<file path="src/rtl/ocp_seq_pkg.sv">
package ocp_seq_pkg;

  typedef enum logic [1:0] {
    ST_IDLE  = 2'd0,
    ST_SKIP  = 2'd1,
    ST_WATCH = 2'd2,
    ST_FAULT = 2'd3
  } ocp_state_e;

  typedef enum logic [1:0] {
    CNT_HOLD  = 2'd0,
    CNT_CLEAR = 2'd1,
    CNT_ONE   = 2'd2,
    CNT_INC   = 2'd3
  } cnt_op_e;

endpackage

</file>
<file path="src/rtl/ocp_strobe_qual.sv">
module ocp_strobe_qual (
  input  logic cyc_start_i,
  input  logic ilim_i,
  input  logic en_i,
  output logic tick_o,
  output logic hit_o,
  output logic off_o
);

  // the flag only counts when a cycle boundary lands on an enabled clock
  always_comb begin
    tick_o = cyc_start_i & en_i;
    hit_o  = cyc_start_i & en_i & ilim_i;
    off_o  = ~en_i;
  end

endmodule

</file>
<file path="src/rtl/ocp_phase_cnt.sv">
module ocp_phase_cnt
  import ocp_seq_pkg::*;
#(
  parameter int unsigned SKIP_CYCLES  = 8,
  parameter int unsigned WATCH_CYCLES = 8
) (
  input  logic    clk_i,
  input  logic    rst_ni,
  input  cnt_op_e op_i,
  output logic    skip_done_o,
  output logic    watch_last_o
);

  localparam int unsigned CNT_MAX = (SKIP_CYCLES > WATCH_CYCLES) ? SKIP_CYCLES : WATCH_CYCLES;
  localparam int unsigned CNT_W   = $clog2(CNT_MAX + 1);

  logic [CNT_W-1:0] cnt_q;

  always_ff @(posedge clk_i or negedge rst_ni) begin
    if (!rst_ni) begin
      cnt_q <= '0;
    end else begin
      unique case (op_i)
        CNT_CLEAR: cnt_q <= '0;
        CNT_ONE:   cnt_q <= CNT_W'(1);
        CNT_INC:   cnt_q <= (cnt_q == CNT_W'(CNT_MAX)) ? cnt_q : cnt_q + CNT_W'(1);
        default:   cnt_q <= cnt_q;
      endcase
    end
  end

  assign skip_done_o  = (cnt_q == CNT_W'(SKIP_CYCLES));
  assign watch_last_o = (cnt_q == CNT_W'(WATCH_CYCLES - 1));

  // the phase counter never runs past the longer window
  p_cnt_bound_r4: assert property (@(posedge clk_i) disable iff (!rst_ni)
    cnt_q <= CNT_W'(CNT_MAX));

  p_clear_takes_r6: assert property (@(posedge clk_i) disable iff (!rst_ni)
    (op_i == CNT_CLEAR) |=> (cnt_q == '0));

endmodule

</file>
<file path="src/rtl/ocp_seq_fsm.sv">
module ocp_seq_fsm
  import ocp_seq_pkg::*;
(
  input  logic    clk_i,
  input  logic    rst_ni,
  input  logic    tick_i,
  input  logic    hit_i,
  input  logic    off_i,
  input  logic    skip_done_i,
  input  logic    watch_last_i,
  output cnt_op_e cnt_op_o,
  output logic    inhibit_o,
  output logic    fault_o
);

  ocp_state_e state_q, state_d;

  always_comb begin
    state_d  = state_q;
    cnt_op_o = CNT_HOLD;
    if (off_i) begin
      state_d  = ST_IDLE;
      cnt_op_o = CNT_CLEAR;
    end else begin
      unique case (state_q)
        ST_IDLE: begin
          cnt_op_o = CNT_CLEAR;
          if (hit_i) state_d = ST_SKIP;
        end
        ST_SKIP: begin
          if (tick_i) begin
            if (!skip_done_i) begin
              cnt_op_o = CNT_INC;
            end else if (hit_i) begin
              state_d  = ST_FAULT;
              cnt_op_o = CNT_CLEAR;
            end else begin
              // first probation cycle already observed clean
              state_d  = ST_WATCH;
              cnt_op_o = CNT_ONE;
            end
          end
        end
        ST_WATCH: begin
          if (tick_i) begin
            if (hit_i) begin
              state_d  = ST_FAULT;
              cnt_op_o = CNT_CLEAR;
            end else if (watch_last_i) begin
              state_d  = ST_IDLE;
              cnt_op_o = CNT_CLEAR;
            end else begin
              cnt_op_o = CNT_INC;
            end
          end
        end
        ST_FAULT: cnt_op_o = CNT_CLEAR;
        default: begin
          state_d  = ST_IDLE;
          cnt_op_o = CNT_CLEAR;
        end
      endcase
    end
  end

  always_ff @(posedge clk_i or negedge rst_ni) begin
    if (!rst_ni) state_q <= ST_IDLE;
    else         state_q <= state_d;
  end

  assign inhibit_o = (state_q == ST_SKIP) || (state_q == ST_FAULT);
  assign fault_o   = (state_q == ST_FAULT);

  p_fault_sticky_r7: assert property (@(posedge clk_i) disable iff (!rst_ni)
    (fault_o && !off_i) |=> fault_o);

  p_disable_clears_r8: assert property (@(posedge clk_i) disable iff (!rst_ni)
    off_i |=> (!fault_o && !inhibit_o));

  p_fault_needs_hit_r5: assert property (@(posedge clk_i) disable iff (!rst_ni)
    $rose(fault_o) |-> $past(hit_i));

  p_fault_inhibits_r5: assert property (@(posedge clk_i) disable iff (!rst_ni)
    fault_o |-> inhibit_o);

endmodule

</file>
<file path="src/rtl/ocp_pulse_skip_seq.sv">
module ocp_pulse_skip_seq
  import ocp_seq_pkg::*;
#(
  parameter int unsigned SKIP_CYCLES  = 8,
  parameter int unsigned WATCH_CYCLES = 8   // must be 2 or more
) (
  input  logic clk_i,
  input  logic rst_ni,
  input  logic cyc_start_i,
  input  logic ilim_i,
  input  logic en_i,
  output logic hs_inhibit_o,
  output logic fault_o
);

  logic    tick, hit, off;
  logic    skip_done, watch_last;
  cnt_op_e cnt_op;

  ocp_strobe_qual u_qual (
    .cyc_start_i (cyc_start_i),
    .ilim_i      (ilim_i),
    .en_i        (en_i),
    .tick_o      (tick),
    .hit_o       (hit),
    .off_o       (off)
  );

  ocp_phase_cnt #(
    .SKIP_CYCLES  (SKIP_CYCLES),
    .WATCH_CYCLES (WATCH_CYCLES)
  ) u_cnt (
    .clk_i        (clk_i),
    .rst_ni       (rst_ni),
    .op_i         (cnt_op),
    .skip_done_o  (skip_done),
    .watch_last_o (watch_last)
  );

  ocp_seq_fsm u_fsm (
    .clk_i        (clk_i),
    .rst_ni       (rst_ni),
    .tick_i       (tick),
    .hit_i        (hit),
    .off_i        (off),
    .skip_done_i  (skip_done),
    .watch_last_i (watch_last),
    .cnt_op_o     (cnt_op),
    .inhibit_o    (hs_inhibit_o),
    .fault_o      (fault_o)
  );

  p_onset_needs_flag_r3: assert property (@(posedge clk_i) disable iff (!rst_ni)
    $rose(hs_inhibit_o) |-> $past(cyc_start_i && ilim_i && en_i));

  p_no_strobe_no_onset_r2: assert property (@(posedge clk_i) disable iff (!rst_ni)
    (!hs_inhibit_o && !cyc_start_i) |=> !hs_inhibit_o);

  p_reset_state_r1: assert property (@(posedge clk_i)
    !rst_ni |-> (!hs_inhibit_o && !fault_o));

endmodule

</file>
<file path="config.mk">
export PLATFORM = sky130hd
export DESIGN_NAME = ocp_pulse_skip_seq
export DESIGN_NICKNAME = d
export VERILOG_FILES = /design/src/rtl/ocp_seq_pkg.sv /design/src/rtl/ocp_strobe_qual.sv /design/src/rtl/ocp_phase_cnt.sv /design/src/rtl/ocp_seq_fsm.sv /design/src/rtl/ocp_pulse_skip_seq.sv
export SDC_FILE = /design/constraint.sdc
export NUM_CORES = 1
export LEC_CHECK = 0
export CORE_AREA = 2 2 39 41
export CTS_CLUSTER_SIZE = 40
export DETAILED_ROUTE_END_ITERATION = 8
export DIE_AREA = 0 0 41 43
export PLACE_DENSITY_LB_ADDON = 0.1
export SETUP_SLACK_MARGIN = 0.2
export SKIP_LAST_GASP = 1
export SYNTH_ARGS = -nofsm -noshare
export SYNTH_HDL_FRONTEND = slang
export SYNTH_HIERARCHICAL = 1
export SYNTH_SLANG_ARGS = --single-unit
</file>
<file path="constraint.sdc">
create_clock -name clk_i -period 2.7 [get_ports clk_i]
set_input_delay 0.54 -clock clk_i [delete_from_list [all_inputs] [get_ports clk_i]]
set_output_delay 0.54 -clock clk_i [all_outputs]
set_load 0.005 [all_outputs]
</file>
==> flow_metrics.py, run 1 <==
metrics = {
    "layout": {
        "mostFrequentLayoutCells": "ha_1, inv_1",
        "n_antenna_cell": 0,
        "final_util_pct": 47.4,
        "syn2layout_area_growth_pct": 15.2,
        "layout-drive-gt1-share_pct": 12.5,
        "layout.nets": 87,
        "final_common_cell": "ha_1",
    },
    "synthesis": {
        "synthTopCellsByArea": "dfrtp_1, ha_1, mux2_4",
        "syn-cell-area_sq_um": 569,
        "ys_seq_area_share_pct": 26.4,
        "ys_ff_latch": 6,
        "synth_adder_area_share_pct": 17.6,
        "yosysWarnings": 6,
        "yosysTopAreaCell": "dfrtp_1",
        "synth_cell_type_count": 28,
        "synth-xor-area-share_pct": 3.08,
        "synth_top_family_by_area": "simple AND/OR/NAND/NOR gates",
        "syn_inst": 65,
        "mappedNetlistNets": 78,
        "synth_compound_area_share_pct": 12.7,
        "netlist.area_leader.share_pct": 26.4,
        "yosys.area_share.simple_pct": 25.7,
        "synthMuxAreaShare_pct": 7.03,
        "avgSynthCellArea_sq_um": 8.76,
    },
    "clock_tree": {
        "clock_path_buffers": 2,
        "clk_latency_ps": 250,
        "cts-hold-fix-buffers": 0,
        "cts.reportedPaths.clkPinSlew_ps": 50,
        "cts-root-buf": "clkbuf_4",
        "clkSinkCount": 6,
        "cts_made_buffers": 3,
        "cts_setup_buffers": 0,
        "htreeDepth": 1,
        "cts_resized": 0,
        "cts_tree": "yes",
    },
    "die": {
        "dieWidth_microns": 41,
        "die_h_microns": 43,
        "rows": 14,
        "initial_core_util_pct": 41.1,
        "coreArea_sq_um": 1380,
        "die-area_sq_um": 1760,
        "ios": 7,
    },
    "critical_path": {
        "path_buf_inv": 2,
        "timing.setup.critical_path_class": "register to primary output",
        "reg2regPathDepth": 8,
        "r2r_end": "u_cnt/cnt_q[2]$_DFFE_PN0P_",
        "startpoint": "u_fsm/state_q[1]$_DFFE_PN0P_",
        "end_kind": "primary output",
        "reg2reg_from": "u_cnt/cnt_q[0]$_DFFE_PN0P_",
        "cp.arrival_ps": 1780,
        "cp_slowest_cell": "clkdlybuf4s50_1",
        "worstPathRequired_ps": 2160,
        "r2r_slack_ps": 580,
        "critical-path-top-delay-family": "buffers and inverters",
        "cp_max_fo": 8,
        "crit_path_cell_trace": "inv_1 > ha_1 > or2_2 > clkdlybuf4s50_1",
        "startpoint_type": "register",
        "cpPeakStageDelay_ps": 440,
    },
    "placement": {
        "dp_hpwl_microns": 769,
        "io_buffers": 6,
        "dp_worst_setup_slack_ps": 402,
        "gp_congestion": 0.715,
    },
    "sta": {
        "rsz0062_at_grt": "no",
        "fin_ws_ps": 383,
        "fmax_mhz": 432,
        "slew_viol_final": 0,
        "holdWs_ps": 530,
        "skew_ps": 13.5,
        "finalSetupTns_ps": 0,
        "relSlewSlack_pct": 81.1,
        "hold_viol": 0,
        "tightest_slew_ps": 282,
        "setup_viol": 0,
        "fin_crit_ps": 2320,
        "fin_crit_sh_pct": 85.8,
    },
    "drt": {
        "drc": 0,
        "routed_wirelength_microns": 1030,
        "vias": 453,
        "routedWlPerCell_microns": 11.7,
        "first_pass_iters": 4,
        "drt_iter0_drc": 9,
        "vias_per_cell": 5.15,
        "postRouteAntennaNets": 0,
    },
    "pwr": {
        "combPwrFrac_pct": 56.6,
        "leakage_nw": 0.311,
        "p_total_uw": 483,
        "p_seq_share_pct": 25.9,
        "powerDensity_nw_per_um2": 737,
        "p_int_uw": 295,
        "pwr-share-clk_pct": 17.5,
        "p_switching_uw": 188,
        "vdd_drop_max_mv": 0.348,
        "switching_share_pct": 38.8,
    },
    "global_route": {
        "antenna_found_initial": 0,
        "grt_use_total_pct": 14.7,
        "overflow": 0,
        "grt_pass1_wl_microns": 1740,
        "first_global_vias": 420,
        "grt_max_degree": 9,
    },
    "flow_run": {
        "drv_cap": 0,
    },
    "hold_path": {
        "holdCritPathClass": "primary input to async pin",
    },
    "outcome": {
        "status": "completed",
    },
}
[power groups by stage]
stage	clock (mW)	sequential [mW]	combinational [mW]
floorplan	0	0.122	0.224
global placement	0	0.127	0.272
detailed placement	0	0.126	0.270
CTS	0.0873	0.125	0.274
global route	0.0920	0.128	0.311
finish	0.0844	0.125	0.274
[how the worst max path moves through the flow]
stage	endpoint	slack (ps)	depth (start not counted)
final	hs_inhibit_o	380	4
after global routing	hs_inhibit_o	290	4
after CTS	hs_inhibit_o	360	4
after detailed placement	u_cnt/cnt_q[2]$_DFFE_PN0P_	400	7
after global placement	u_cnt/cnt_q[2]$_DFFE_PN0P_	430	7
after floorplan	u_fsm/state_q[0]$_DFFE_PN0P_	710	8
[Yosys cell counts]
master / instances
a21oi_1: 4
a221o_1: 1
and2_2: 1
and3_1: 1
and3b_1: 3
buf_2: 1
buf_6: 1
dfrtp_1: 6
ha_1: 8
inv_1: 7
mux2_4: 2
mux2i_1: 1
nand2_1: 6
nand3_1: 3
nand4_1: 1
nand4b_1: 1
nor2_1: 6
nor2b_1: 1
o211ai_1: 1
o21ai_0: 2
o221ai_1: 1
o22ai_1: 1
o31a_2: 1
or2_2: 1
or3b_2: 1
or4b_1: 1
xnor2_1: 1
xor2_1: 1
[sequential cells by signal, summed over array words and instances (netlist names)]
| register | cells |
|---|---|
| u_cnt/cnt_q | 4 |
| u_fsm/state_q | 2 |
[metal layers]
| metal | global-route usage [%] | vias up | routed length, microns |
|---|---|---|---|
| met3 | 6.28 | 0 | 55 |
| met1 | 21.7 | 201 | 532 |
| met2 | 18.1 | 10 | 444 |
| met4 | 6.00 | 0 | 0 |
| li1 | - | 242 | - |
| met5 | 0 | - | 0 |
[stage by stage]
stage                     area (sq um)  cells
after floorplan                    569     65
after global placement             633     85
after detailed placement           633     85
after CTS                          656     88
after global routing               656     88
final                              656     88
[cells by family after synthesis]
family                     Yosys count
muxes                                3
xor gates and xnor gates             2
DFF                                  6
buffers and inverters                9
and+or+nand+nor                     26
AOI/OAI and AO/OA                   11
adders and majority gates            8
[final cells by class]
class | instances | area [sq um]
clock buffer | 3 | 22.5
fill | 139 | 728
inverter | 7 | 26.3
multi-input combinational | 50 | 377
sequential | 6 | 150
tap | 16 | 20.0
timing repair buffer | 6 | 60.1
(Power assumes the default switching activity.)
==> run 2: changes to the inputs <==
--- a/config.mk
+++ b/config.mk
@@ -6,6 +6,7 @@
 export NUM_CORES = 1
 export LEC_CHECK = 0
 export CORE_AREA = 2 2 39 41
+export CTS_CLUSTER_DIAMETER = 200
 export CTS_CLUSTER_SIZE = 40
 export DETAILED_ROUTE_END_ITERATION = 8
 export DIE_AREA = 0 0 41 43
@@ -14,5 +15,4 @@
 export SKIP_LAST_GASP = 1
 export SYNTH_ARGS = -nofsm -noshare
 export SYNTH_HDL_FRONTEND = slang
-export SYNTH_HIERARCHICAL = 1
 export SYNTH_SLANG_ARGS = --single-unit
==> run 2 against run 1 <==
Net effect:
- worst hold slack about the same
- sequential power decreased by 9.6%
- clock-buffer cell count unchanged
- final cell count decreased by 3.4%
- critical path type unchanged
==> flow_metrics.py, run 2 <==
metrics = {
    "drt": {
        "first_pass_iters": 4,
        "routedWlPerCell_microns": 12.4,
        "routed_wirelength_microns": 1060,
        "drt_iter0_drc": 8,
        "postRouteAntennaNets": 0,
        "vias_per_cell": 5.33,
        "vias": 453,
        "drc": 0,
    },
    "clock_tree": {
        "cts_tree": "yes",
        "clock_path_buffers": 2,
        "cts-hold-fix-buffers": 0,
        "cts-root-buf": "clkbuf_4",
        "cts_resized": 0,
        "clkSinkCount": 6,
        "cts_made_buffers": 3,
        "cts_setup_buffers": 0,
        "htreeDepth": 1,
        "cts.reportedPaths.clkPinSlew_ps": 50,
        "clk_latency_ps": 240,
    },
    "die": {
        "coreArea_sq_um": 1380,
        "dieWidth_microns": 41,
        "ios": 7,
        "rows": 14,
        "initial_core_util_pct": 39.0,
        "die-area_sq_um": 1760,
        "die_h_microns": 43,
    },
    "synthesis": {
        "mappedNetlistNets": 71,
        "synthTopCellsByCount": "dfrtp_1, ha_1, nand2_1",
        "yosysTopAreaCell": "dfrtp_1",
        "syn_inst": 60,
        "synth_top_family_by_area": "simple AND/OR/NAND/NOR gates",
        "synth_compound_area_share_pct": 20.9,
        "synth_adder_area_share_pct": 13.9,
        "avgSynthCellArea_sq_um": 8.99,
        "synth-xor-area-share_pct": 1.62,
        "synth_edf_count": 0,
        "ys_seq_area_share_pct": 27.8,
        "synth_cell_type_count": 27,
        "synthTopCellsByArea": "dfrtp_1, ha_1, a21o_1",
        "netlist.area_leader.share_pct": 27.8,
        "synthMuxAreaShare_pct": 3.71,
        "ys_ff_latch": 6,
        "yosysWarnings": 0,
        "syn-cell-area_sq_um": 539,
        "synth-main-ff-cell": "dfrtp_1",
        "yosys.area_share.simple_pct": 29.2,
        "async_flop_share_pct": 100,
    },
    "pwr": {
        "leakage_nw": 0.282,
        "vdd_drop_max_mv": 0.441,
        "powerDensity_nw_per_um2": 623,
    },
    "critical_path": {
        "end_kind": "primary output",
        "cp.arrival_ps": 1760,
        "timing.setup.critical_path_class": "register to primary output",
        "crit_path_cell_trace": "inv_1 > ha_1 > or2_2 > clkdlybuf4s50_1",
        "r2r_slack_ps": 820,
        "cp_max_fo": 7,
        "worstPathRequired_ps": 2160,
        "startpoint_type": "register",
        "cpPeakStageDelay_ps": 440,
        "cp_slowest_cell": "clkdlybuf4s50_1",
    },
    "global_route": {
        "grt_pass1_wl_microns": 1640,
        "grt_use_total_pct": 14.2,
        "overflow": 0,
        "antenna_found_initial": 0,
        "grt_max_degree": 9,
        "first_global_vias": 397,
    },
    "layout": {
        "syn2layout_area_growth_pct": 19.0,
        "layout.nets": 82,
        "n_antenna_cell": 0,
        "largest_reg_flops": 4,
        "mostFrequentLayoutCells": "nand2_1, ha_1, clkdlybuf4s50_1, dfrtp_1",
        "layout-drive-gt1-share_pct": 13.0,
        "layout.cells.non_filler": 85,
        "top_regs": "u_cnt.cnt_q x4, u_fsm.state_q x2",
        "fill_cells": 143,
        "regMostFlops": "u_cnt.cnt_q",
    },
    "placement": {
        "gp_congestion": 0.662,
        "dp.cells": 82,
        "io_buffers": 6,
        "dp_hpwl_microns": 823,
    },
    "flow_run": {
        "drv_cap": 0,
    },
    "sta": {
        "setup_viol": 0,
        "skew_ps": 3.88,
        "hold_viol": 0,
        "finalSetupTns_ps": 0,
        "fin_crit_ps": 2300,
        "slew_viol_final": 0,
        "tightest_slew_ps": 357,
        "rsz0062_at_grt": "no",
        "relSlewSlack_pct": 75.9,
        "fin_crit_sh_pct": 85.3,
        "fmax_mhz": 434,
    },
    "outcome": {
        "status": "completed",
    },
    "hold_path": {
        "holdCritPathClass": "primary input to async pin",
    },
}
[run 2: worst paths after layout]
| check | start | end | cells after the start |
|---|---|---|---|
| hold / removal | rst_ni | u_fsm.state_q[0]$_DFFE_PN0P_ | 1 |
| max in group asynchronous | rst_ni | u_cnt.cnt_q[3]$_DFFE_PN0P_ | 1 |
| setup reg to reg | u_fsm.state_q[1]$_DFFE_PN0P_ | u_cnt.cnt_q[0]$_DFFE_PN0P_ | 7 |
| min in group clk_i | u_cnt.cnt_q[1]$_DFFE_PN0P_ | u_cnt.cnt_q[1]$_DFFE_PN0P_ | 1 |
| hold reg to reg | u_cnt.cnt_q[1]$_DFFE_PN0P_ | u_cnt.cnt_q[1]$_DFFE_PN0P_ | 1 |
| setup / recovery | u_fsm.state_q[1]$_DFFE_PN0P_ | hs_inhibit_o | 4 |
[run 2: area by class of cell]
cell class                 count  area [sq um]  area share, %
inverter                       4          15.0           2.34
clock buffer                   3          22.5           3.51
multi-input combinational     50           374           58.3
tap                           16          20.0           3.12
sequential                     6           150           23.4
timing repair buffer           6          60.1           9.36
[run 2: per-layer routing]
metal  part of all wire [%]  global-route usage, %  vias up
met4                      0                   4.00        0
met2                     47                   20.9        8
li1                       -                      -      232
met5                      0                      0        -
met3                    3.0                   6.28        0
met1                     50                   18.2      213
[run 2: logic make-up (layout without fill, tap and decap cells)]
group                    count (synthesis)  in the layout
AO/OA/AOI/OAI                           14             14
flip-flops                               6              6
buffers and inverters                    4             13
adder cells (fa/ha/maj)                  6              6
multiplexers                             2              2
XOR/XNOR                                 1              1
AND/OR/NAND/NOR                         27             27
[run 2: stage by stage]
stage / total power, mW / hold slack (ps) / setup slack, ps / util [%] / instance area, sq um
2_1_floorplan: 0.265 / 244 / 1070 / - / 539
3_3_place_gp: 0.322 / 556 / 606 / 44.8 / 619
3_5_place_dp: 0.320 / 561 / 584 / 44.8 / 619
4_1_cts: 0.405 / 532 / 380 / 46.4 / 642
5_1_grt: 0.431 / 545 / 312 / 46.4 / 642
6_report: 0.400 / 530 / 396 / 46.4 / 642
[run 2: worst max-delay path, delay by kind of cell (launching register included)]
| family | cells | cell delay [ps] |
|---|---|---|
| buf+inv | 2 | 520 |
| flops | 1 | 380 |
| fa+ha+maj | 1 | 290 |
| simple gates | 1 | 330 |
[run 2: power breakdown]
group	internal (mW)	switching, mW
clock network	0.0503	0.0320
registers	0.101	0.0123
logic	0.0960	0.108
total	0.247	0.152
==> run 3: changes to the inputs <==
--- a/config.mk
+++ b/config.mk
@@ -12,7 +12,6 @@
 export DIE_AREA = 0 0 41 43
 export PLACE_DENSITY_LB_ADDON = 0.1
 export SETUP_SLACK_MARGIN = 0.2
-export SKIP_LAST_GASP = 1
 export SYNTH_ARGS = -nofsm -noshare
 export SYNTH_HDL_FRONTEND = slang
 export SYNTH_SLANG_ARGS = --single-unit
==> results of run 3 <==
Final layout, timing and power as in run 2 (identical DEF).
